## config.mk

```make
export PLATFORM = sky130hd
export DESIGN_NAME = burst_addr_seq
export DESIGN_NICKNAME = d
export VERILOG_FILES = /design/src/rtl/burst_addr_pkg.sv /design/src/rtl/burst_rst_sync.sv /design/src/rtl/burst_addr_capture.sv /design/src/rtl/burst_counter.sv /design/src/rtl/burst_sel_reg.sv /design/src/rtl/burst_addr_seq.sv
export SDC_FILE = /design/constraint.sdc
export NUM_CORES = 1
export LEC_CHECK = 0
export ABC_AREA = 0
export BUFFER_PORTS_ARGS = -buffer_cell sky130_fd_sc_hd__buf_2
export CORE_MARGIN = 10
export CORE_UTILIZATION = 48
export CTS_CLUSTER_SIZE = 28
export DETAILED_ROUTE_END_ITERATION = 8
export PLACE_DENSITY = 0.82
export SLEW_MARGIN = 10
export SYNTH_ARGS = -nofsm -noshare
export SYNTH_HDL_FRONTEND = slang
export SYNTH_HIERARCHICAL = 1
export SYNTH_SLANG_ARGS = --single-unit
```

## constraint.sdc

```tcl
create_clock -name clk -period 1.6 [get_ports clk]
set_clock_uncertainty 0.15 [all_clocks]
set_input_delay 0.16 -clock clk [delete_from_list [all_inputs] [get_ports clk]]
set_output_delay 0.16 -clock clk [all_outputs]
set_load 0.005 [all_outputs]
```

## src/rtl/burst_addr_pkg.sv

```systemverilog
`timescale 1ns/1ps
package burst_addr_pkg;
  localparam int unsigned BEAT_BITS = 2;

  typedef enum logic {ORD_LINEAR = 1'b0, ORD_INTERLEAVED = 1'b1} burst_order_e;

  function automatic logic [BEAT_BITS-1:0] beat_map(
    input logic [BEAT_BITS-1:0] base_lo,
    input logic [BEAT_BITS-1:0] count,
    input burst_order_e         ord
  );
    logic [BEAT_BITS-1:0] res;
    if (ord == ORD_INTERLEAVED) res = base_lo ^ count;
    else                        res = base_lo + count;
    return res;
  endfunction
endpackage

```

## src/rtl/burst_rst_sync.sv

```systemverilog
`timescale 1ns/1ps
module burst_rst_sync #(
  parameter int unsigned STAGES = 2
) (
  input  logic clk,
  input  logic rst_n,
  output logic rst_n_sync
);
  logic [STAGES-1:0] sync_q;

  always_ff @(posedge clk or negedge rst_n) begin
    if (!rst_n) sync_q <= '0;
    else        sync_q <= {sync_q[STAGES-2:0], 1'b1};
  end

  assign rst_n_sync = sync_q[STAGES-1];
endmodule

```

## src/rtl/burst_addr_capture.sv

```systemverilog
`timescale 1ns/1ps
module burst_addr_capture #(
  parameter int unsigned ADDR_W = 17
) (
  input  logic              clk,
  input  logic              rst_n,
  input  logic [ADDR_W-1:0] addr_in,
  input  logic              adsc_n,
  input  logic              adsp_n,
  input  logic              ce_n,
  output logic              load,
  output logic [ADDR_W-1:0] base_q
);
  logic              ctrl_strobe;
  logic              proc_strobe;
  logic [ADDR_W-1:0] base_d;

  assign ctrl_strobe = !adsc_n;
  assign proc_strobe = !adsp_n && !ce_n;
  assign load        = ctrl_strobe || proc_strobe;

  always_comb begin
    base_d = base_q;
    if (load) base_d = addr_in;
  end

  always_ff @(posedge clk or negedge rst_n) begin
    if (!rst_n) base_q <= '0;
    else        base_q <= base_d;
  end


  adsp_gated_chk: assert property (@(posedge clk) disable iff (!rst_n)
    (!adsp_n && ce_n && adsc_n) |=> $stable(base_q));


  adsc_load_chk: assert property (@(posedge clk) disable iff (!rst_n)
    !adsc_n |=> (base_q == $past(addr_in)));
endmodule

```

## src/rtl/burst_counter.sv

```systemverilog
`timescale 1ns/1ps
module burst_counter #(
  parameter int unsigned CNT_W = 2
) (
  input  logic             clk,
  input  logic             rst_n,
  input  logic             load,
  input  logic             adv_n,
  output logic [CNT_W-1:0] cnt_q
);
  logic [CNT_W-1:0] cnt_d;
  logic             step_en;

  assign step_en = !adv_n && !load;

  always_comb begin
    cnt_d = cnt_q;
    if (load)         cnt_d = '0;
    else if (step_en) cnt_d = cnt_q + 1'b1;
  end

  always_ff @(posedge clk or negedge rst_n) begin
    if (!rst_n) cnt_q <= '0;
    else        cnt_q <= cnt_d;
  end


  load_clears_chk: assert property (@(posedge clk) disable iff (!rst_n)
    load |=> (cnt_q == '0));


  adv_step_chk: assert property (@(posedge clk) disable iff (!rst_n)
    (!load && !adv_n) |=> (cnt_q == $past(cnt_q) + 1'b1));


  adv_hold_chk: assert property (@(posedge clk) disable iff (!rst_n)
    (!load && adv_n) |=> $stable(cnt_q));
endmodule

```

## src/rtl/burst_sel_reg.sv

```systemverilog
`timescale 1ns/1ps
module burst_sel_reg (
  input  logic clk,
  input  logic rst_n,
  input  logic load,
  input  logic ce_n,
  input  logic cs0,
  input  logic cs1_n,
  output logic sel_q
);
  logic chip_hit;
  logic sel_d;

  assign chip_hit = !ce_n && cs0 && !cs1_n;

  always_comb begin
    sel_d = sel_q;
    if (load) sel_d = chip_hit;
  end

  always_ff @(posedge clk or negedge rst_n) begin
    if (!rst_n) sel_q <= 1'b0;
    else        sel_q <= sel_d;
  end


  sel_hold_chk: assert property (@(posedge clk) disable iff (!rst_n)
    !load |=> $stable(sel_q));


  sel_deselect_chk: assert property (@(posedge clk) disable iff (!rst_n)
    (load && (ce_n || !cs0 || cs1_n)) |=> !sel_q);
endmodule

```

## src/rtl/burst_addr_seq.sv

```systemverilog
`timescale 1ns/1ps
module burst_addr_seq
  import burst_addr_pkg::*;
#(
  parameter int unsigned ADDR_W      = 17,
  parameter int unsigned SYNC_STAGES = 2
) (
  input  logic              clk,
  input  logic              rst_n,
  input  logic [ADDR_W-1:0] addr_in,
  input  logic              adsc_n,
  input  logic              adsp_n,
  input  logic              adv_n,
  input  logic              ce_n,
  input  logic              cs0,
  input  logic              cs1_n,
  input  logic              burst_ilv,
  output logic [ADDR_W-1:0] word_addr,
  output logic              selected
);
  localparam int unsigned HI_W = ADDR_W - BEAT_BITS;

  logic                 rst_n_sync;
  logic                 load;
  logic [ADDR_W-1:0]    base_q;
  logic [BEAT_BITS-1:0] cnt_q;
  burst_order_e         ord;

  assign ord = burst_order_e'(burst_ilv);

  burst_rst_sync #(.STAGES(SYNC_STAGES)) u_rst (
    .clk(clk), .rst_n(rst_n), .rst_n_sync(rst_n_sync)
  );

  burst_addr_capture #(.ADDR_W(ADDR_W)) u_cap (
    .clk(clk), .rst_n(rst_n_sync), .addr_in(addr_in),
    .adsc_n(adsc_n), .adsp_n(adsp_n), .ce_n(ce_n),
    .load(load), .base_q(base_q)
  );

  burst_counter #(.CNT_W(BEAT_BITS)) u_cnt (
    .clk(clk), .rst_n(rst_n_sync), .load(load), .adv_n(adv_n), .cnt_q(cnt_q)
  );

  burst_sel_reg u_sel (
    .clk(clk), .rst_n(rst_n_sync), .load(load),
    .ce_n(ce_n), .cs0(cs0), .cs1_n(cs1_n), .sel_q(selected)
  );

  assign word_addr = {base_q[ADDR_W-1:BEAT_BITS],
                      beat_map(base_q[BEAT_BITS-1:0], cnt_q, ord)};


  upper_fixed_chk: assert property (@(posedge clk) disable iff (!rst_n_sync)
    !load |=> $stable(word_addr[ADDR_W-1:BEAT_BITS]));


  first_beat_chk: assert property (@(posedge clk) disable iff (!rst_n_sync)
    load |=> (word_addr == $past(addr_in)));

  logic [HI_W-1:0] unused_hi;
  assign unused_hi = '0;
endmodule

```

==> flow_metrics.tcl, run 1 <==
set metrics [dict create \
    num_vias 685 \
    drcViolationCount 0 \
    hold_viol_final 0 \
    wirelength_mm 2.34 \
    utilization_pct 80.0 \
    period_share_pct 97.5 \
    yosysUniqueCellTypes 14 \
    ys_ff_latch 22 \
    routabilityCongestion 0.657 \
    synth_xor_area_share_pct 1.90 \
    antenna_found_initial 0 \
    wire_per_inst_um 15.7 \
    maxSlewViolCount 0 \
    drive_gt1_share_pct 60.5 \
    status "finished, final reports clean" \
    register_area_um2 551 \
    rsz0062_at_grt "yes" \
    netlist_instances 54 \
    clock_latency_ps 300 \
    fillers 110 \
    period_minus_slack_ps 1560 \
    peakVddDrop_uv 731 \
    synth_warnings 6 \
    ys_seq_area_share_pct 59.6 \
    arrival_ps 1250 \
    fin_hold_ws_ps 23.6 \
    max_cap_viol_count 0 \
    syn_nets 81 \
    nets 152 \
    hold_class "input port to register" \
    core_um2 1780 \
    numCtsBuffers 3 \
    syn_to_final_growth_pct 54.5 \
    cts-root-buf "clkbuf_4" \
    cp.required_ps 1290 \
    clk_path_buf_depth 2 \
    synth_area_um2 923 \
    die_area_um2 4080 \
    setup_viol 0 \
    gr-usage-all-layers_pct 11.2 \
    place_hpwl_mm 1.68 \
    cp-start-kind "register" \
    r2r_slack_ps 410 \
    grt_pass1_wl_mm 3.71 \
    drt-initial-drc-count 13 \
    clk_pin_slew_ps 110 \
    ios 44 \
    drtAntennaViolNets 0 \
    synth-compound-area-share_pct 1.76 \
    cts_tree "built" \
    start_util_pct 51.8 \
    overflow 0 \
    chipHeight_um 63.9 \
    rows 15 \
    synth_fa_ha_area_share_pct 1.36 \
    via_per_inst 4.60 \
    multiInputGateArea_um2 363 \
    synthSimpleGateAreaFrac_pct 5.56 \
    die_w_um 63.9 \
    synthMuxAreaShare_pct 27.2 \
    syn_area_per_cell_um2 17.1 \
    num_antenna_cells 0 \
    dr.pass1.iters 4 \
    p_leak_nw 0.712 \
    fin_total_pwr_w 0.00119 \
    numPortBuffers 43 \
    grt_max_degree 16 \
    cts.sinks 22 \
    crit_type "register to primary output" \
    synth_top_family_by_area "multiplexers" \
    clock.fmax_ghz 0.641 \
    critPathMaxFanout 2 \
    grt_pass1_vias 774 \
    htreeDepth 1 \
    p_per_area_nw_per_um2 832 \
    critPathCaptureType "primary output" \
]
-- critical path: stages (launching register included) --
cell     delay [ps]
dfrtp_1         400
ha_2            180
nor2b_4         120
xnor2_1         120
buf_2           130
-- Yosys cell counts, drive strengths merged --
cell type / instances / area (um^2)
dfrtp: 22 / 551
mux2: 19 / 251
nor2b: 3 / 26.3
xnor2: 2 / 17.5
and2b: 1 / 8.76
buf: 1 / 20.0
conb: 1 / 3.75
ha: 1 / 12.5
nor2: 1 / 3.75
nor3: 1 / 5.00
nor3b: 1 / 7.51
o21ai: 1 / 16.3
-- repair_timing --
item	CTS	global route
endpoints found under the hold margin	24	0
setup endpoints to repair	1	1
gates resized for setup	3	0
pin swaps	2	2
setup buffers	0	1
hold buffers	20	0
-- per-stage QoR --
stage	instances	setup WS, ps	setup TNS, ps	area, um^2
2_1_floorplan	54	391	0	923
3_3_place_gp	124	341	0	1170
3_5_place_dp	124	299	0	1170
4_1_cts	148	-17.8	-17.8	1420
5_1_grt	149	-28.3	-28.3	1430
6_report	149	39.2	0	1430
-- worst paths after layout --
check | to | startpoint | cells past startpoint
max reg2reg | u_cnt/cnt_q[1]$_DFFE_PN0P_ | u_cnt/cnt_q[0]$_DFFE_PN0P_ | 3
max in group asynchronous | u_cap/base_q[13]$_DFFE_PN0P_ | u_rst/sync_q[1]$_DFF_PN0_ | 1
min | u_cnt/cnt_q[0]$_DFFE_PN0P_ | adv_n | 3
min in group asynchronous | u_cnt/cnt_q[0]$_DFFE_PN0P_ | u_rst/sync_q[1]$_DFF_PN0_ | 1
max | word_addr[1] | u_cap/base_q[0]$_DFFE_PN0P_ | 4
min reg2reg | u_cnt/cnt_q[0]$_DFFE_PN0P_ | u_rst/sync_q[1]$_DFF_PN0_ | 1
-- routing by layer --
metal	vias to the layer above	wire (um)	global-route usage [%]
li1	326	-	-
met1	325	931	11.9
met2	26	1200	19.9
met3	8	134	4.01
met4	0	72	4.10
met5	-	0	0
-- where the power goes --
group	internal [W]	switching [W]	leakage, nW
clock	0.000139	0.000157	0.0210
combinational	0.000165	0.0000929	0.429
sequential	0.000606	0.0000276	0.262
total	0.000909	0.000277	0.712
-- placed cells by master, fill, tap and decap left out, drive strengths merged --
cell type / Yosys / final
and2b: 1 / 1
buf: 1 / 47
clkbuf: 0 / 4
conb: 1 / 1
dfrtp: 22 / 22
dlygate4sd3: 0 / 20
ha: 1 / 1
mux2: 19 / 19
nor2: 1 / 1
nor2b: 3 / 3
nor3: 1 / 1
nor3b: 1 / 1
o21ai: 1 / 1
xnor2: 2 / 2
-- state kept, by name (all words and copies together) (netlist names) --
signal	count
u_cap/base_q	17
u_sel/sel_q	1
u_rst/sync_q	2
u_cnt/cnt_q	2
-- logic make-up after synthesis --
kind of cell / count (synthesis)
other: 1
adder cells (fa/ha/maj): 1
flip-flops: 22
AND/OR/NAND/NOR: 7
buffers and inverters: 1
AO/OA/AOI/OAI: 1
multiplexers: 19
XOR/XNOR: 2
-- area by class of cell --
class / instances / share of cell area (%)
Sequential cell: 22 / 38.6
Tap cell: 25 / 2.19
Clock buffer: 4 / 2.54
Timing Repair Buffer: 67 / 31.2
Multi-Input combinational cell: 31 / 25.4
Power figures use the tool's default switching activity.
==> run 2, diff against run 1 <==
--- a/config.mk
+++ b/config.mk
@@ -12,6 +12,7 @@
 export CTS_CLUSTER_SIZE = 28
 export DETAILED_ROUTE_END_ITERATION = 8
 export PLACE_DENSITY = 0.82
+export REMOVE_ABC_BUFFERS = 1
 export SLEW_MARGIN = 10
 export SYNTH_ARGS = -nofsm -noshare
 export SYNTH_HDL_FRONTEND = slang
==> run 2 against run 1 <==
Against the previous run: sequential power about the same; global-route usage is 1.6 points higher; final cell count increased by 0.67%; total power rose by 0.21%; setup slack lost 11 ps; core utilization increased by 0.28 points; fmax is 0.72% lower; combinational power is 2% higher; hold slack worse by 6.7 ps; first-iteration DRC count down 7.7%; via count rose by 1.8%; die area stayed put; critical path type unchanged; critical endpoint unchanged.
==> flow_metrics.tcl, run 2 (synthesized netlist as in run 1, its figures left out) <==
set metrics [dict create \
    htreeDepth 1 \
    p_clk_share_pct 24.6 \
    wire_per_inst_um 16.3 \
    drtAntennaViolNets 0 \
    numPortBuffers 43 \
    maxSlewViolCount 0 \
    via_per_inst 4.65 \
    num_antenna_cells 0 \
    hold_class "input port to asynchronous set/reset pin" \
    grt_pass1_wl_mm 4.09 \
    hold_viol_final 0 \
    routabilityCongestion 0.704 \
    rows 15 \
    place_ws_ps 272 \
    grt_max_degree 16 \
    p_leak_nw 0.718 \
    place_hpwl_mm 1.73 \
    final_area_um2 1430 \
    multiInputGateArea_um2 363 \
    post_dp_cell_area_um2 1170 \
    grt_pass1_vias 830 \
    final_common_cell "buf_2" \
    pwr-share-comb_pct 22.2 \
    intPower_w 0.000913 \
    core_um2 1780 \
    crit_type "register to primary output" \
    cts_tree "built" \
    drive_gt1_share_pct 61.6 \
    register_area_um2 551 \
    seqPwrFrac_pct 53.3 \
    start_util_pct 51.8 \
    die_area_um2 4080 \
    clock.fmax_ghz 0.636 \
    largest_reg_flops 17 \
    cts.sinks 22 \
    chipHeight_um 63.9 \
    clk_path_buf_depth 2 \
    max_cap_viol_count 0 \
    num_vias 697 \
    p_per_area_nw_per_um2 831 \
    peakVddDrop_uv 887 \
    die_w_um 63.9 \
    period_share_pct 98.3 \
    arrival_ps 1260 \
    setup_tns_ps 0 \
    status "finished, final reports clean" \
    top_register "u_cap/base_q" \
    setup_viol 0 \
    antenna_found_initial 0 \
    power_switching_w 0.000276 \
    wirelength_mm 2.45 \
    cp.required_ps 1290 \
    drt-initial-drc-count 12 \
    gr-usage-all-layers_pct 12.8 \
    cts-root-buf "clkbuf_4" \
    reg_top3 "u_cap/base_q x17, u_cnt/cnt_q x2, u_rst/sync_q x2" \
    numCtsBuffers 3 \
    clock_latency_ps 300 \
    overflow 0 \
    rsz0062_at_grt "yes" \
    layout_setup_ws_ps 27.9 \
    nets 153 \
    fin_total_pwr_w 0.00119 \
    period_minus_slack_ps 1570 \
    dr.pass1.iters 2 \
    fin_hold_ws_ps 16.9 \
    drcViolationCount 0 \
    critPathCaptureType "primary output" \
    fillers 108 \
    netSwitchingFraction_pct 23.2 \
    clk_pin_slew_ps 110 \
    ios 44 \
    final_cell_mix "buf_2 (43), dfrtp_1 (22), dlygate4sd3_1 (19)" \
    critPathMaxFanout 2 \
    syn_to_final_growth_pct 55.0 \
    cp-start-kind "register" \
]
run 2: repair_timing:
item / CTS / global route
hold endpoints to repair: 24 / 0
resized for setup: 3 / 0
buffers inserted: 1 / 2
setup endpoints to repair: 1 / 1
cloned: 0 / 0
hold buffers: 19 / 0
pin swaps: 1 / 1
run 2: per-stage QoR:
stage	std cells	utilization, %
2_1_floorplan	53	-
3_3_place_gp	124	65.8
3_5_place_dp	124	65.8
4_1_cts	148	79.4
5_1_grt	150	80.3
6_report	150	80.3
run 2: layer usage:
| metal | wire length (um) | GRT usage (%) | vias to the layer above |
|---|---|---|---|
| li1 | - | - | 327 |
| met1 | 890 | 12.4 | 336 |
| met2 | 1320 | 22.9 | 28 |
| met3 | 155 | 4.36 | 6 |
| met4 | 75 | 7.65 | 0 |
| met5 | 0 | 0 | - |
run 2: final cells by class:
cell class                 count  share of cell area (%)
sequential                    22                    38.5
timing repair buffer          68                    31.5
multi-input combinational     31                    25.3
clock buffer                   4                    2.53
tap                           25                    2.19
run 2: final timing paths:
path / to / startpoint / slack, ps / cells past startpoint
worst min-delay path: u_rst/sync_q[0]$_DFF_PN0_ / rst_n / 20 / 2
worst max-delay path: word_addr[1] / u_cap/base_q[0]$_DFFE_PN0P_ / 30 / 4
worst max register to register: u_cnt/cnt_q[1]$_DFFE_PN0P_ / u_cnt/cnt_q[0]$_DFFE_PN0P_ / 280 / 4
worst min register to register: u_sel/sel_q$_DFFE_PN0P_ / u_rst/sync_q[1]$_DFF_PN0_ / 60 / 1
min in group clk: u_cnt/cnt_q[0]$_DFFE_PN0P_ / adv_n / 20 / 3
max in group asynchronous: u_cap/base_q[0]$_DFFE_PN0P_ / u_rst/sync_q[1]$_DFF_PN0_ / 610 / 1
run 2: critical path, cell delays in order, from the launching register on:
cell,delay (ps)
dfrtp_1,400
ha_2,180
nor2b_4,120
xnor2_1,130
buf_2,130
run 2: power groups by stage:
stage / combinational, W / clock (W) / sequential, W
CTS: 0.000260 / 0.000304 / 0.000634
global placement: 0.000207 / 0 / 0.000643
floorplan: 0.0000974 / 0 / 0.000651
finish: 0.000263 / 0.000292 / 0.000633
global route: 0.000288 / 0.000325 / 0.000641
detailed placement: 0.000216 / 0 / 0.000646
==> run 3, diff against run 2 <==
--- a/config.mk
+++ b/config.mk
@@ -8,10 +8,11 @@
 export ABC_AREA = 0
 export BUFFER_PORTS_ARGS = -buffer_cell sky130_fd_sc_hd__buf_2
 export CORE_MARGIN = 10
-export CORE_UTILIZATION = 48
+export CORE_UTILIZATION = 35
 export CTS_CLUSTER_SIZE = 28
 export DETAILED_ROUTE_END_ITERATION = 8
-export PLACE_DENSITY = 0.82
+export MAX_ROUTING_LAYER = met4
+export PLACE_DENSITY = 0.66
 export REMOVE_ABC_BUFFERS = 1
 export SLEW_MARGIN = 10
 export SYNTH_ARGS = -nofsm -noshare
==> run 3 against run 2 <==
Against the previous run: sequential cell count unchanged; critical endpoint unchanged; critical path type unchanged; via count shrank 1.6%; final area increased by 1.7%; highest routed layer is now met3; combinational power hardly changed.
==> flow_metrics.tcl, run 3 (synthesized netlist as in run 1, its figures left out) <==
set metrics [dict create \
    grt_pass1_wl_mm 4.00 \
    numPortBuffers 43 \
    nets 153 \
    post_dp_cell_area_um2 1180 \
    grt_pass1_vias 853 \
    setup_viol 0 \
    timing.rr.start "u_cnt/cnt_q[0]$_DFFE_PN0P_" \
    critical_path_buf_inv_count 1 \
    via_per_inst 4.43 \
    fin_total_pwr_w 0.00120 \
    worst_hold_startpoint "adv_n" \
    hold_viol_final 0 \
    num_antenna_cells 0 \
    place_ws_ps 262 \
    core_um2 2500 \
    antenna_found_initial 0 \
    period_minus_slack_ps 1550 \
    reg2regPathDepth 4 \
    cp.required_ps 1290 \
    critPathCaptureType "primary output" \
    rsz0062_at_grt "yes" \
    p_per_area_nw_per_um2 825 \
    clk_pin_slew_ps 110 \
    ios 44 \
    drive_gt1_share_pct 62.4 \
    rows 18 \
    drt-initial-drc-count 12 \
    syn_to_final_growth_pct 57.6 \
    num_vias 686 \
    clock_latency_ps 310 \
    dr.pass1.iters 2 \
    cpLargestDelayFamily "flip-flops" \
    r2r_slack_ps 300 \
    crit_start "u_cnt/cnt_q[0]$_DFFE_PN0P_" \
    chipHeight_um 71.4 \
    cp-start-kind "register" \
    fin_hold_ws_ps 14.2 \
    numCtsBuffers 3 \
    status "finished, final reports clean" \
    clk_path_buf_depth 2 \
    htreeDepth 1 \
    start_util_pct 36.9 \
    cts-root-buf "clkbuf_4" \
    critPathMaxFanout 2 \
    gr-usage-all-layers_pct 9.67 \
    crit_chain "ha_2, nor2b_4, xnor2_2, buf_2" \
    hold_class "input port to register" \
    peakVddDrop_uv 646 \
    cts_tree "built" \
    grt_max_degree 15 \
    slowest_stage "dfrtp_1" \
    wire_per_inst_um 14.8 \
    final_area_um2 1460 \
    fillers 197 \
    overflow 0 \
    maxSlewViolCount 0 \
    multiInputGateArea_um2 378 \
    die_w_um 71.4 \
    place_hpwl_mm 1.67 \
    arrival_ps 1240 \
    die_area_um2 5090 \
    top_register "u_cap/base_q" \
    r2r_end "u_cnt/cnt_q[1]$_DFFE_PN0P_" \
    drcViolationCount 0 \
    period_share_pct 97.1 \
    reg_top3 "u_cap/base_q x17, u_cnt/cnt_q x2, u_rst/sync_q x2" \
    hold_depth 3 \
    setup_tns_ps 0 \
    p_leak_nw 0.727 \
    routabilityCongestion 0.628 \
    wirelength_mm 2.29 \
    hold_path_end "u_cnt/cnt_q[0]$_DFFE_PN0P_" \
    cts.sinks 22 \
    register_area_um2 551 \
    layout_setup_ws_ps 46.4 \
    clock.fmax_ghz 0.644 \
    final_common_cell "buf_2" \
    final_cell_mix "buf_2 (43), dfrtp_1 (22), dlygate4sd3_1 (20)" \
    drtAntennaViolNets 0 \
    slowest_delay_ps 400 \
    max_cap_viol_count 0 \
    largest_reg_flops 17 \
    crit_type "register to primary output" \
]
==> run 3: worst max-delay path by stage <==
stage          depth (start not counted)  slack [ps]                      endpoint
4_1_cts                                4         -20                  word_addr[1]
3_5_place_dp                           4         260       u_sel/sel_q$_DFFE_PN0P_
5_1_grt                                4         -20                  word_addr[1]
2_1_floorplan                          2         290   u_cap/base_q[0]$_DFFE_PN0P_
3_3_place_gp                           4         300  u_cap/base_q[15]$_DFFE_PN0P_
6_report                               4          50                  word_addr[1]
==> run 3: final cells by class <==
cell class	instances	share of cell area, %
well taps	30	2.58
multi-input cells	31	26.0
flip-flops and latches	22	37.8
clock buffers	4	2.49
repair buffers	68	31.1
==> run 3: per-stage QoR <==
| stage | cells | util, % |
|---|---|---|
| after floorplan | 53 | - |
| after global placement | 129 | 47.1 |
| after detailed placement | 129 | 47.1 |
| after CTS | 153 | 56.9 |
| after global routing | 155 | 58.2 |
| final | 155 | 58.2 |
==> run 3: worst register-to-register path, cell delays in order, from the launching register on <==
cell and delay (ps):
dfrtp_1 400, buf_4 130, buf_4 120, nor2b_4 120, mux2_4 280
==> run 3: routing by layer <==
layer	share of wire [%]	GRT usage, %
met1	42	10.5
met2	52	16.3
met3	6.3	3.86
met4	0	1.94
met5	0	-
==> run 3: repair_timing <==
action,4_1_cts,5_1_grt
endpoints found under the hold margin,26,1
setup buffers,1,1
endpoints found under the setup margin,1,1
hold buffers,19,1
pin swaps,2,1
resized for setup,3,2
==> run 3: report_power, final <==
part           switching (W)  total, W  internal [W]
logic              0.0000927  0.000264      0.000171
registers          0.0000280  0.000634      0.000606
clock network       0.000163  0.000302      0.000139
